<file path="src/rtl/rxchk_pkg.sv">
package rxchk_pkg;
  localparam int CAUSE_W = 6;
  localparam int C_SHORT = 0;
  localparam int C_LONG  = 1;
  localparam int C_CRC   = 2;
  localparam int C_LEN   = 3;
  localparam int C_PHY   = 4;
  localparam int C_EARLY = 5;
  typedef logic [CAUSE_W-1:0] cause_t;
endpackage

</file>
<file path="src/rtl/rxchk_track.sv">
// Per-frame state: open flag, running byte count, length field, fault sticky.
module rxchk_track #(
  parameter int DATA_W  = 64,
  parameter int EMP_W   = $clog2(DATA_W/8),
  parameter int CNT_W   = 16,
  parameter int LF_BYTE = 12
) (
  input  logic              clk,
  input  logic              rst_n,
  input  logic              in_valid,
  input  logic              in_sop,
  input  logic              in_eop,
  input  logic [EMP_W-1:0]  in_empty,
  input  logic [DATA_W-1:0] in_data,
  input  logic              in_fault,
  output logic              o_start,
  output logic              o_abort,
  output logic              o_fin,
  output logic              o_in_frame,
  output logic              o_phy,
  output logic [CNT_W-1:0]  o_total,
  output logic [15:0]       o_len
);
  localparam int BYTES   = DATA_W / 8;
  localparam int LF_BEAT = LF_BYTE / BYTES;
  localparam int LF_LANE = LF_BYTE % BYTES;
  localparam int LF_CNT  = LF_BEAT * BYTES;

  logic             open_q, open_d;
  logic [CNT_W-1:0] cnt_q, cnt_d;
  logic [15:0]      len_q, len_d;
  logic             phy_q, phy_d;
  logic             ld;
  logic [CNT_W-1:0] base, beat_bytes;
  logic [CNT_W:0]   sum;
  logic             lf_hit;

  always_comb begin
    o_start    = in_valid & in_sop;
    o_abort    = o_start & open_q;
    o_fin      = in_valid & in_eop & (open_q | in_sop);
    o_in_frame = open_q;
    base       = in_sop ? '0 : cnt_q;
    beat_bytes = in_eop ? (CNT_W'(BYTES) - CNT_W'(in_empty)) : CNT_W'(BYTES);
    sum        = {1'b0, base} + {1'b0, beat_bytes};
    o_total    = sum[CNT_W] ? '1 : sum[CNT_W-1:0];
    lf_hit     = in_valid & ~in_sop & open_q & (cnt_q == CNT_W'(LF_CNT));
    o_len      = lf_hit ? {in_data[8*LF_LANE +: 8], in_data[8*(LF_LANE+1) +: 8]} : len_q;
    o_phy      = (in_sop ? 1'b0 : phy_q) | in_fault;
    ld         = in_valid & (in_sop | open_q);
    open_d     = ~in_eop;
    cnt_d      = o_total;
    len_d      = o_len;
    phy_d      = o_phy;
  end

  always_ff @(posedge clk or negedge rst_n) begin
    if (!rst_n) begin
      open_q <= 1'b0;
      cnt_q  <= '0;
      len_q  <= '0;
      phy_q  <= 1'b0;
    end else if (ld) begin
      open_q <= open_d;
      cnt_q  <= cnt_d;
      len_q  <= len_d;
      phy_q  <= phy_d;
    end
  end
endmodule

</file>
<file path="src/rtl/rxchk_eval.sv">
// Combinational cause evaluation for a frame closing on the current beat.
module rxchk_eval
  import rxchk_pkg::*;
#(
  parameter int CNT_W    = 16,
  parameter int MIN_LEN  = 64,
  parameter int HDR_B    = 14,
  parameter int FCS_B    = 4,
  parameter int MIN_PAY  = 46,
  parameter int TYPE_MIN = 1536
) (
  input  logic [CNT_W-1:0] total,
  input  logic [15:0]      len_field,
  input  logic             phy,
  input  logic             crc_bad,
  input  logic [15:0]      max_len,
  output cause_t           cause
);
  localparam int OVH = HDR_B + FCS_B;
  localparam int EW  = (CNT_W > 16 ? CNT_W : 16) + 1;

  logic [EW-1:0] want;
  logic [EW-1:0] got;
  logic          is_len;
  logic          have_lf;

  always_comb begin
    got     = EW'(total);
    is_len  = len_field < 16'(TYPE_MIN);
    have_lf = total >= CNT_W'(HDR_B);
    want    = (len_field < 16'(MIN_PAY)) ? EW'(MIN_PAY + OVH) : (EW'(len_field) + EW'(OVH));
    cause          = '0;
    cause[C_SHORT] = total < CNT_W'(MIN_LEN);
    cause[C_LONG]  = got > EW'(max_len);
    cause[C_CRC]   = crc_bad;
    cause[C_LEN]   = have_lf & is_len & (got != want);
    cause[C_PHY]   = phy;
  end
endmodule

</file>
<file path="src/rtl/rxchk_hold.sv">
// Holds the last verdict until the next frame opens.
module rxchk_hold
  import rxchk_pkg::*;
(
  input  logic   clk,
  input  logic   rst_n,
  input  logic   fire,
  input  logic   start,
  input  cause_t cause_in,
  output logic   done,
  output cause_t cause_out
);
  logic   done_q, done_d;
  cause_t cause_q, cause_d;
  logic   en;

  always_comb begin
    en        = fire | start;
    done_d    = fire;
    cause_d   = fire ? cause_in : '0;
    done      = fire | (done_q & ~start);
    cause_out = fire ? cause_in : (start ? '0 : cause_q);
  end

  always_ff @(posedge clk or negedge rst_n) begin
    if (!rst_n) begin
      done_q  <= 1'b0;
      cause_q <= '0;
    end else if (en) begin
      done_q  <= done_d;
      cause_q <= cause_d;
    end
  end
endmodule

</file>
<file path="src/rtl/eth_rx_err_check.sv">
module eth_rx_err_check
  import rxchk_pkg::*;
#(
  parameter int DATA_W      = 64,
  parameter int EMP_W       = $clog2(DATA_W/8),
  parameter int CNT_W       = 16,
  parameter int MIN_LEN     = 64,
  parameter int MAX_LEN_RST = 1518
) (
  input  logic                clk,
  input  logic                rst_n,
  input  logic                in_valid,
  input  logic                in_sop,
  input  logic                in_eop,
  input  logic [EMP_W-1:0]    in_empty,
  input  logic [DATA_W-1:0]   in_data,
  input  logic                in_phy_err,
  input  logic                in_link_fault,
  input  logic                in_crc_bad,
  input  logic                cfg_max_we,
  input  logic [15:0]         cfg_max_val,
  output logic                frm_done,
  output logic                frm_err,
  output logic [CAUSE_W-1:0]  frm_cause
);
  logic             trk_start, trk_abort, trk_fin, trk_in_frame, trk_phy;
  logic [CNT_W-1:0] trk_total;
  logic [15:0]      trk_len;
  logic [15:0]      max_q, max_d;
  cause_t           eval_cause, sel_cause, held_cause;
  logic             fire;

  rxchk_track #(.DATA_W(DATA_W), .EMP_W(EMP_W), .CNT_W(CNT_W), .LF_BYTE(12)) u_trk (
    .clk(clk), .rst_n(rst_n), .in_valid(in_valid), .in_sop(in_sop), .in_eop(in_eop),
    .in_empty(in_empty), .in_data(in_data), .in_fault(in_phy_err | in_link_fault),
    .o_start(trk_start), .o_abort(trk_abort), .o_fin(trk_fin), .o_in_frame(trk_in_frame),
    .o_phy(trk_phy), .o_total(trk_total), .o_len(trk_len)
  );

  rxchk_eval #(.CNT_W(CNT_W), .MIN_LEN(MIN_LEN)) u_eval (
    .total(trk_total), .len_field(trk_len), .phy(trk_phy), .crc_bad(in_crc_bad),
    .max_len(max_q), .cause(eval_cause)
  );

  always_comb begin
    fire      = trk_fin | trk_abort;
    sel_cause = eval_cause;
    if (trk_abort) begin
      sel_cause          = '0;
      sel_cause[C_EARLY] = 1'b1;
    end
    max_d     = cfg_max_val;
    frm_cause = held_cause;
    frm_err   = |held_cause;
  end

  rxchk_hold u_hold (
    .clk(clk), .rst_n(rst_n), .fire(fire), .start(trk_start),
    .cause_in(sel_cause), .done(frm_done), .cause_out(held_cause)
  );

  always_ff @(posedge clk or negedge rst_n) begin
    if (!rst_n)          max_q <= 16'(MAX_LEN_RST);
    else if (cfg_max_we) max_q <= max_d;
  end
endmodule

</file>
<file path="config.mk">
export PLATFORM = sky130hd
export DESIGN_NAME = eth_rx_err_check
export DESIGN_NICKNAME = d
export VERILOG_FILES = /design/src/rtl/rxchk_pkg.sv /design/src/rtl/rxchk_track.sv /design/src/rtl/rxchk_eval.sv /design/src/rtl/rxchk_hold.sv /design/src/rtl/eth_rx_err_check.sv
export SDC_FILE = /design/constraint.sdc
export NUM_CORES = 1
export LEC_CHECK = 0
export CORE_UTILIZATION = 47
export CTS_CLUSTER_DIAMETER = 30
export DETAILED_ROUTE_END_ITERATION = 10
export GPL_TIMING_DRIVEN = 0
export PLACE_DENSITY = 0.78
export SLEW_MARGIN = 20
export SYNTH_ARGS = -nofsm -noshare
export SYNTH_HDL_FRONTEND = slang
export SYNTH_HIERARCHICAL = 1
export SYNTH_SLANG_ARGS = --single-unit
</file>
<file path="constraint.sdc">
create_clock -name clk -period 7.2 [get_ports clk]
set_clock_uncertainty 0.05 [all_clocks]
set_input_delay 1.44 -clock clk [delete_from_list [all_inputs] [get_ports clk]]
set_output_delay 1.44 -clock clk [all_outputs]
set_load 0.05 [all_outputs]
</file>
==> qor.txt, run 1 <==
Status -> complete, no violations
Hold path endpoint -> u_hold/done_q$_DFFE_PN0P_
FF/Latch Area -> 0.00144 mm^2
Yosys top cell by area -> dfrtp_1
Synthesis-stage register bit count -> 57
Reg2Reg Setup Slack -> 2.95 ns
All-Layer GR Usage -> 25.8%
Grt total ovfl -> 0
Post-Syn Area -> 0.00455 mm^2
# DRC -> 0
Buf/Inv on CP -> 3
Register clock-pin slew on the reported worst setup and hold paths -> 0.07 ns
Wirelength per Cell -> 17.6 um
Largest net degree at the start of global routing -> 58
CP max stage cell -> or4_4
Layout cells sized above 1 -> 31.4%
Crit path DAT -> 5.68 ns
Clock root buffer -> clkbuf_8
Multi-input logic area -> 0.00304 mm^2
Die height -> 100 um
# setup viols final -> 0
Total negative slack -> 0 ns
Ys async rst share -> 100%
Syn_nets -> 592
Setup crit start kind -> primary input
Avg Cell Area, Syn -> 9.53 um^2
TritonCTS clock tree -> yes
Count leader, synth -> dfrtp_1
CP Cell Sequence -> buf_6, inv_1, ha_4, xnor2_2, and2_4, ha_4, a211o_1, o211ai_1, or4_4, nor4b_1, nor2_2, xor2_2, and4_1, o211ai_1, nand4_1, nand4_1, o31a_1, nor2b_1, nand2_1, o21ai_4, nor4_4, nand2_2, buf_8
Final Hold Vio Count -> 0
Crit-path max cell delay -> 0.61 ns
Cts bufs inserted -> 9
Max-cap viol count -> 0
DR vias -> 4101
Worst Path Class, Setup -> primary input to output port
1st-pass router iterations -> 5
Crit path max fanout -> 6
Final Routed Wirelength -> 12.2 mm
Fill cells -> 799
First-pass GRT wire length -> 20.5 mm
Yosys warnings -> 6
Worst r2r dst -> u_hold/cause_q[3]$_DFFE_PN0P_
Commonest cells post-synth -> dfrtp_1, mux2_2, nand2_1
Hold Crit Depth -> 1
Fmax -> 0.139 GHz
Sequential area share after synthesis -> 31.6%
Top cell type's share of synthesized area -> 27.0%
Core box area -> 0.00933 mm^2
Initial Utilization -> 48.8%
Mapped Cells -> 477
R2r startpoint -> u_trk/cnt_q[10]$_DFFE_PN0P_
EDFF count, synth -> 0
CP required -> 5.71 ns
# port buffers -> 48
Initial antenna violation count -> 0
Initial detailed-routing violation count -> 243
CTS max path bufs -> 2
Hold WC Path Type -> flop to flop
Num rows -> 35
N_diodes -> 0
Clk_lat worst skew -> 0.35 ns
Area contributors post-synth -> dfrtp_1, mux2_2, ha_1
Crit end category -> output port
Synth unique cells -> 74
Ys flop type -> dfrtp_1
Chip Width -> 100 um
Final layout net count -> 674
Slew margin rel. -> 38.0%
Hpwl dp -> 8.40 mm
Die Footprint -> 0.0101 mm^2
Layout area overhead -> 27.2%
LEAKAGE -> 2.64 nW
Min cycle time layout -> 7.17 ns
Vias/cell -> 5.92
Final Instance Area -> 0.00579 mm^2
Cell Area, Placed -> 0.00522 mm^2
Reg2Reg Depth -> 16
Placer Congestion -> 0.908
Power Density -> 284 mW/mm^2
Crit-path leading delay family -> simple AND/OR/NAND/NOR gates
Hold path start -> u_hold/done_q$_DFFE_PN0P_
CTS Sinks -> 57
I/O pins -> 100
Vias in the first global route -> 4163
Max VDD drop -> 0.166 mV
Worst Hold Slack -> 0.443 ns
ANT nets after route -> 0
Fin crit share -> 99.6%
Slew of the pin with the lowest slew margin -> 0.920 ns
Slew Viols, Final -> 0
H-tree levels -> 3
RSZ-0062 raised after global routing -> true
[sequential cells by signal, indices dropped and copies added (netlist names)]
| signal | flops |
|---|---|
| max_q | 16 |
| u_hold/cause_q | 6 |
| u_hold/done_q | 1 |
| u_trk/cnt_q | 16 |
| u_trk/len_q | 16 |
| u_trk/o_in_frame | 1 |
| u_trk/phy_q | 1 |
[power breakdown]
group	total (W)	switching [W]	internal (W)
Combinational	0.000858	0.000447	0.000411
Sequential	0.000444	0.0000464	0.000398
Clock	0.000339	0.000145	0.000194
[per-layer routing]
layer	GRT usage (%)	part of all wire (%)	vias to the layer above
met5	0	0	-
met4	9.25	2.3	0
met3	5.01	5.2	25
met2	44.0	49	140
met1	32.3	43	2024
li1	-	-	1912
[metrics by stage]
step | instances | setup slack [ns] | total power (W) | utilization, %
2_1_floorplan | 477 | 0.0107 | 0.00103 | -
3_3_place_gp | 654 | -1.38 | 0.00120 | 55.9
3_5_place_dp | 654 | -1.48 | 0.00122 | 55.9
4_1_cts | 690 | 0.00779 | 0.00163 | 61.6
5_1_grt | 693 | -0.154 | 0.00174 | 62.0
6_report | 693 | 0.0307 | 0.00164 | 62.0
[cell type report]
class | instances | share of cell area, %
multi-input cells | 371 | 52.5
flip-flops and latches | 57 | 24.8
repair buffers | 73 | 11.4
plain buffers | 19 | 2.83
well taps | 129 | 2.79
clock buffers | 9 | 2.14
inverters | 28 | 1.82
clock inverters | 7 | 1.64
[how the worst max path moves through the flow]
| stage | from | end | slack, ns | depth (start not counted) |
|---|---|---|---|---|
| after floorplan | in_sop | frm_err | 0.01 | 21 |
| after global placement | in_empty[0] | frm_err | -1.38 | 22 |
| after detailed placement | in_empty[0] | frm_err | -1.48 | 23 |
| after CTS | in_empty[0] | frm_err | 0.008 | 23 |
| after global routing | in_eop | frm_err | -0.15 | 21 |
| final | in_empty[0] | frm_err | 0.03 | 23 |
[logic make-up (layout without fill, tap and decap cells)]
kind of cell / after synthesis / after routing / share of synthesized area (%)
fa+ha+maj: 23 / 23 / 6.49
simple gates: 168 / 168 / 21.0
xor+xnor: 23 / 23 / 4.43
compound gates: 98 / 98 / 15.9
buf+inv: 49 / 136 / 5.53
mux: 58 / 58 / 15.0
flops: 57 / 57 / 31.6
other cells: 1 / 1 / 0.0825
[worst reg2reg max path: stages (launching register included)]
cell	delay (ns)
dfrtp_1	0.36
clkbuf_1	0.17
nor4_1	0.34
nand4_1	0.23
nor2_4	0.22
clkbuf_8	0.20
mux2_2	0.33
buf_2	0.18
a31o_4	0.24
nand2_2	0.14
and2_4	0.18
mux2_2	0.32
or4_1	0.51
o31a_1	0.29
nor2b_1	0.14
nand2_1	0.13
o21ai_0	0.11
[cell usage in the layout (no fill, tap or decap), drive strengths merged, types with 10 or more instances in the layout]
master | netlist | routed
o21ai | 15 | 15
nand4 | 16 | 16
clkdlybuf4s50 | 0 | 38
ha | 22 | 22
nor2b | 17 | 17
nand2 | 35 | 35
a21oi | 20 | 20
nand3 | 10 | 10
nor4 | 10 | 10
a21o | 12 | 12
xnor2 | 14 | 14
clkbuf | 8 | 17
nor2 | 27 | 27
mux2 | 53 | 53
inv | 28 | 28
dfrtp | 49 | 49
buf | 13 | 42
[what timing repair did]
item	in CTS	in global routing
setup buffers	20	4
pin swaps	29	10
gates resized for setup	64	8
setup endpoints to repair	4	4
cloned	1	0
hold buffers	0	0
Power figures use the tool's default switching activity.
==> run 2: changes to the inputs <==
Settings changed: CORE_MARGIN from default to 3, CTS_CLUSTER_DIAMETER 30 to 150.
==> qor.txt, run 2 (synthesis gave the netlist of run 1 again) <==
Min cycle time layout -> 7.19 ns (+0.0239 ns)
Core box area -> 0.00933 mm^2 (unchanged)
CTS Sinks -> 57 (unchanged)
Final layout net count -> 673 (-0.15%)
Status -> complete, no violations
ANT nets after route -> 0 (unchanged)
Die height -> 104 um (+4.0%)
Fmax -> 0.139 GHz (-0.33%)
Die Footprint -> 0.0109 mm^2 (+8.1%)
Power Density -> 275 mW/mm^2 (-2.9%)
Final Routed Wirelength -> 12.4 mm (+1.6%)
Num rows -> 35 (unchanged)
Reg2Reg Depth -> 17 (+1)
Clk_lat worst skew -> 0.34 ns (about the same)
Clk pwr share -> 17.7% (-3.0 points)
First-pass GRT wire length -> 21.1 mm (+3.2%)
RSZ-0062 raised after global routing -> true
N_diodes -> 0 (unchanged)
Initial Utilization -> 48.8% (unchanged)
Hold path start -> u_hold/done_q$_DFFE_PN0P_
Sequential Power Share -> 27.8% (+0.7 points)
Initial antenna violation count -> 0 (unchanged)
Total Power -> 0.00160 W (-2.6%)
Slew Viols, Final -> 0 (unchanged)
Final Hold Vio Count -> 0 (unchanged)
Hold path endpoint -> u_hold/done_q$_DFFE_PN0P_
Total negative slack -> 0 ns (unchanged)
TritonCTS clock tree -> yes
Sw Ratio -> 40.3% (+1.3 points)
Wirelength per Cell -> 17.9 um (+1.7%)
Final Instance Area -> 0.00581 mm^2 (+0.35%)
Hpwl dp -> 8.72 mm (+3.8%)
FF/Latch Area -> 0.00144 mm^2 (unchanged)
Comb power frac -> 54.5% (+2.2 points)
Max VDD drop -> 0.193 mV (+16%)
Hold WC Path Type -> flop to flop
Vias/cell -> 5.84 (-1.3%)
Most common cell after layout, fill and taps aside -> dfrtp_1
DR vias -> 4043 (-1.4%)
Cts bufs inserted -> 9 (unchanged)
CP required -> 5.71 ns (about the same)
Largest net degree at the start of global routing -> 58 (unchanged)
Fin crit share -> 99.9% (+0.33 points)
Switching power -> 0.000643 W (+0.72%)
Hold Crit Depth -> 1 (unchanged)
Register clock-pin slew on the reported worst setup and hold paths -> 0.06 ns (about the same)
Fill cells -> 807 (+1.0%)
# port buffers -> 48 (unchanged)
Final worst slack -> 0.00682 ns (-0.0239 ns)
Grt total ovfl -> 0 (unchanged)
Vias in the first global route -> 4234 (+1.7%)
Slew of the pin with the lowest slew margin -> 0.747 ns (-0.173 ns)
Clock root buffer -> clkbuf_8
Placer Congestion -> 0.898 (-1.1%)
CP Cell Sequence -> buf_8, inv_4, ha_4, and2_4, fa_2, a211o_1, o211ai_1, nor3_2, nand3_2, mux2i_4, xnor2_2, or3_1, a2111o_1, a221oi_2, nand4_1, o31a_1, nor2b_4, nand2_2, o21ai_4, nor4_4, nand2_2, buf_8
Critical Path Start -> in_empty[1]
Initial detailed-routing violation count -> 260 (+7.0%)
Max-cap viol count -> 0 (unchanged)
CTS max path bufs -> 2 (unchanged)
Layout area overhead -> 27.6%
Pre-CTS WS -> -1.44 ns (+0.0366 ns)
Crit path max fanout -> 3 (-3)
LEAKAGE -> 2.64 nW (+0.22%)
# DRC -> 0 (unchanged)
Slew margin rel. -> 50.2% (+12 points)
1st-pass router iterations -> 5 (unchanged)
I/O pins -> 100 (unchanged)
Most frequent cells in the layout -> dfrtp_1, mux2_2, clkdlybuf4s50_1, nand2_1, buf_4
Worst r2r dst -> u_hold/cause_q[3]$_DFFE_PN0P_
Crit-path max cell delay -> 0.42 ns (-0.19 ns)
R2r startpoint -> u_trk/cnt_q[0]$_DFFE_PN0P_
All-Layer GR Usage -> 23.7% (-2.1 points)
Worst Path Class, Setup -> primary input to output port
Chip Width -> 104 um (+4.0%)
Layout cells sized above 1 -> 32.9% (+1.5 points)
H-tree levels -> 3 (unchanged)
CP max stage cell -> a2111o_1
Cell Area, Placed -> 0.00522 mm^2 (unchanged)
Multi-input logic area -> 0.00309 mm^2 (+1.6%)
Top flop regs -> max_q (16), u_trk/cnt_q (16), u_trk/len_q (16)
Int Pwr -> 0.000955 W (-4.7%)
Crit end category -> output port
Reg2Reg Setup Slack -> 2.93 ns (-0.02 ns)
# setup viols final -> 0 (unchanged)
Worst Hold Slack -> 0.450 ns (+0.00748 ns)
Crit path DAT -> 5.70 ns (+0.02 ns)
Setup crit start kind -> primary input
==> run 2: repair_timing <==
item	4_1_cts	5_1_grt
endpoints found under the hold margin	0	0
pin swaps	25	20
setup endpoints to repair	4	3
resized for setup	71	23
setup buffers	17	5
hold buffers	0	0
gates cloned	1	0
==> run 2: power groups by stage <==
stage | clock network, W | registers (W) | logic, W
2_1_floorplan | 0 | 0.000433 | 0.000602
6_report | 0.000283 | 0.000445 | 0.000870
4_1_cts | 0.000289 | 0.000444 | 0.000825
3_5_place_dp | 0 | 0.000449 | 0.000776
3_3_place_gp | 0 | 0.000443 | 0.000754
5_1_grt | 0.000302 | 0.000454 | 0.000946
==> run 2: final cells by class <==
cell class / count / area share (%)
multi-input cells: 371 / 53.2
flip-flops and latches: 57 / 24.7
repair buffers: 71 / 11.3
plain buffers: 20 / 3.02
well taps: 129 / 2.78
clock buffers: 11 / 2.61
inverters: 28 / 1.90
clock inverters: 5 / 0.517
==> run 2: worst max path at each step <==
stage               endpoint  slack [ns]  depth (start not counted)
finish               frm_err       0.007                         22
global route         frm_err       -0.14                         22
CTS                  frm_err        0.01                         22
detailed placement   frm_err       -1.44                         24
global placement     frm_err       -1.39                         23
floorplan            frm_err        0.01                         21
==> run 2: through the flow <==
| step | std cells | utilization [%] |
|---|---|---|
| 3_5_place_dp | 654 | 55.9 |
| 2_1_floorplan | 477 | - |
| 4_1_cts | 687 | 60.9 |
| 6_report | 692 | 62.2 |
| 3_3_place_gp | 654 | 55.9 |
| 5_1_grt | 692 | 62.2 |
==> run 2: per-layer routing <==
layer	routed length (um)	track usage [%]	up-vias
met5	0	0	-
met4	223	7.79	0
met3	713	4.90	19
met2	6120	39.7	148
met1	5320	30.4	1962
li1	-	-	1914
==> run 2: critical path: cells and delay by family <==
kind / cells / cell delay [ns]
AOI/OAI and AO/OA: 6 / 1.60
xor gates and xnor gates: 1 / 0.11
adders and majority gates: 2 / 0.55
buffers and inverters: 3 / 0.29
muxes: 1 / 0.33
and+or+nand+nor: 9 / 1.39
==> run 3: changes to the inputs <==
--- a/config.mk
+++ b/config.mk
@@ -6,5 +6,4 @@
 export NUM_CORES = 1
 export LEC_CHECK = 0
-export CORE_MARGIN = 3
 export CORE_UTILIZATION = 47
 export CTS_CLUSTER_DIAMETER = 150
@@ -17,2 +16,3 @@
 export SYNTH_HIERARCHICAL = 1
 export SYNTH_SLANG_ARGS = --single-unit
+export TNS_END_PERCENT = 10
==> constraint.sdc (replaced) <==
create_clock -name clk -period 7.2 [get_ports clk]
set_clock_uncertainty 0.05 [all_clocks]
set_input_delay 2.16 -clock clk [delete_from_list [all_inputs] [get_ports clk]]
set_output_delay 2.16 -clock clk [all_outputs]
set_load 0.05 [all_outputs]
==> qor.txt, run 3 (synthesis gave the netlist of run 1 again) <==
Crit path max fanout -> 10 (+7)
Crit end category -> output port
Top layer in use -> met4
R2r startpoint -> u_trk/cnt_q[0]$_DFFE_PN0P_
First-pass GRT wire length -> 19.5 mm (-7.9%)
1st-pass router iterations -> 5 (unchanged)
Reg2Reg Depth -> 22 (+5)
Most frequent cells in the layout -> dfrtp_1, mux2_2, clkdlybuf4s50_1, buf_4, nand2_1
Placer Congestion -> 0.915 (+1.8%)
Clk pwr share -> 20.1% (+2.4 points)
M1 wire length -> 5.23 mm (-1.8%)
N_diodes -> 0 (unchanged)
Vias/cell -> 5.95 (+1.9%)
Final worst slack -> -1.42 ns (-1.43 ns)
Final Hold Vio Count -> 0 (unchanged)
Worst Path Class, Setup -> primary input to output port
Min cycle time layout -> 8.62 ns (+1.43 ns)
ANT nets after route -> 0 (unchanged)
I/O pins -> 100 (unchanged)
Core box area -> 0.00933 mm^2 (unchanged)
Crit path DAT -> 6.41 ns (+0.71 ns)
Int Pwr -> 0.00104 W (+8.5%)
Comb power frac -> 53.4% (-1.1 points)
Final layout net count -> 680 (+1.0%)
H-tree levels -> 3 (unchanged)
Slew of the pin with the lowest slew margin -> 0.734 ns (-0.0134 ns)
Worst r2r dst -> u_hold/cause_q[1]$_DFFE_PN0P_
Max VDD drop -> 0.157 mV (-18%)
Final Routed Wirelength -> 12.1 mm (-2.4%)
Slew Viols, Final -> 0 (unchanged)
# setup viols final -> 4 (+4)
DR vias -> 4160 (+2.9%)
Hold Buf Count CTS -> 0 (unchanged)
Initial detailed-routing violation count -> 298 (+15%)
Most common cell after layout, fill and taps aside -> dfrtp_1
Grt total ovfl -> 0 (unchanged)
Status -> finished, violations left
Hold Crit Depth -> 1 (unchanged)
Sequential Power Share -> 26.5% (-1.3 points)
Fin crit share -> 120% (+20 points)
RSZ-0062 raised after global routing -> true
Post-layout util -> 63.6% (+1.4 points)
Hpwl dp -> 8.37 mm (-4.0%)
Fmax -> 0.116 GHz (-17%)
Routed length on met2 -> 5.86 mm (-4.3%)
Layout area overhead -> 30.5%
Clk_lat worst skew -> 0.34 ns (about the same)
Wirelength per Cell -> 17.3 um (-3.4%)
Layout cells sized above 1 -> 34.6% (+1.7 points)
Met3 wire len -> 870 um (+22%)
Total negative slack -> -5.04 ns (-5.04 ns)
Sw Ratio -> 38.1% (-2.2 points)
Cts bufs inserted -> 9 (unchanged)
Register clock-pin slew on the reported worst setup and hold paths -> 0.06 ns (about the same)
Vias in the first global route -> 4080 (-3.6%)
LEAKAGE -> 2.70 nW (+2.3%)
CTS Sinks -> 57 (unchanged)
Die Footprint -> 0.0101 mm^2 (-7.5%)
TritonCTS clock tree -> yes
Clock root buffer -> clkbuf_8
All-Layer GR Usage -> 24.6% (+0.96 points)
Die height -> 100 um (-3.8%)
Chip Width -> 100 um (-3.8%)
Max-cap viol count -> 0 (unchanged)
# DRC -> 0 (unchanged)
Failing checks -> setup timing
Switching power -> 0.000637 W (-0.97%)
Worst Hold Slack -> 0.452 ns (+0.00170 ns)
CTS max path bufs -> 2 (unchanged)
Initial antenna violation count -> 0 (unchanged)
Fill cells -> 751 (-6.9%)
Setup crit start kind -> primary input
CP required -> 4.99 ns (-0.72 ns)
# port buffers -> 48 (unchanged)
Hold WC Path Type -> flop to flop
Top flop regs -> max_q (16), u_trk/cnt_q (16), u_trk/len_q (16)
Reg2Reg Setup Slack -> 2.89 ns (-0.04 ns)
Initial Utilization -> 48.8% (unchanged)
Hold path endpoint -> u_hold/done_q$_DFFE_PN0P_
Slew margin rel. -> 51.1% (+0.89 points)
Num rows -> 35 (unchanged)
Hold path start -> u_hold/done_q$_DFFE_PN0P_
Largest net degree at the start of global routing -> 58 (unchanged)
Power Density -> 282 mW/mm^2 (+2.4%)
## run 3: cell count changes in the layout (fill, tap and decap cells not counted), moves of 2 or more
cell        previous run  this run
buf_4                 26        35
clkbuf_1               4         7
nor2_1                24        21
nor2_2                 1         4
bufinv_16              0         2
clkinv_2               3         1
clkinvlp_4             2         0
nor2b_1               16        14
## run 3: through the flow
stage	setup WS, ns	total power [W]	area (um^2)	instances
after floorplan	-1.22	0.00104	4610	477
after global routing	-1.55	0.00177	5940	699
final	-1.42	0.00167	5940	699
after global placement	-2.70	0.00120	5250	654
after detailed placement	-2.78	0.00123	5250	654
after CTS	-1.49	0.00163	5780	691
## run 3: final cells by class
cell class                 count  area (um^2)  share of cell area, %
multi-input combinational    371         3120                   52.6
sequential                    57         1440                   24.2
timing repair buffer          78          698                   11.8
buffer                        20          194                   3.27
tap                          129          161                   2.72
clock buffer                  13          149                   2.51
inverter                      28          110                   1.85
clock inverter                 3         65.1                   1.10
## run 3: worst max path at each step
| stage | slack, ns | end | startpoint | cells past startpoint |
|---|---|---|---|---|
| detailed placement | -2.78 | frm_err | in_valid | 18 |
| CTS | -1.49 | frm_err | in_empty[1] | 22 |
| global route | -1.55 | frm_err | in_sop | 27 |
| floorplan | -1.22 | frm_err | in_sop | 21 |
| global placement | -2.70 | frm_err | in_empty[0] | 21 |
| finish | -1.42 | frm_err | in_sop | 27 |
## run 3: layer usage
metal	vias up	GRT usage, %
met5	-	0
met4	0	7.58
met3	16	5.22
met2	182	41.8
met1	2028	31.4
li1	1934	-
## run 3: repair_timing
action	4_1_cts	5_1_grt
gates cloned	1	0
resized for setup	77	26
endpoints found under the setup margin	8	4
pin swaps	22	25
setup buffers	20	9
## run 3: worst max-delay path, stage by stage
cell and delay [ns]:
buf_8 0.12, clkbuf_16 0.16, nor2b_4 0.14, ha_4 0.16
fa_2 0.20, a211o_1 0.15, o211ai_1 0.17, buf_4 0.20
or4_4 0.53, buf_6 0.17, o211ai_1 0.15, buf_4 0.18
buf_4 0.09, buf_4 0.09, buf_4 0.10, ha_1 0.24
nand4_1 0.11, nor2_2 0.05, nand2_2 0.07, a21oi_1 0.05
nor3b_1 0.23, a31oi_1 0.14, nor2b_1 0.17, a22o_1 0.25
nor2_2 0.12, nand2_2 0.07, buf_8 0.15
## run 3: power groups by stage
stage	sequential (W)	combinational (W)	clock, W
3_5_place_dp	0.000447	0.000780	0
4_1_cts	0.000442	0.000849	0.000343
3_3_place_gp	0.000443	0.000758	0
5_1_grt	0.000452	0.000964	0.000358
6_report	0.000444	0.000893	0.000336
2_1_floorplan	0.000433	0.000606	0
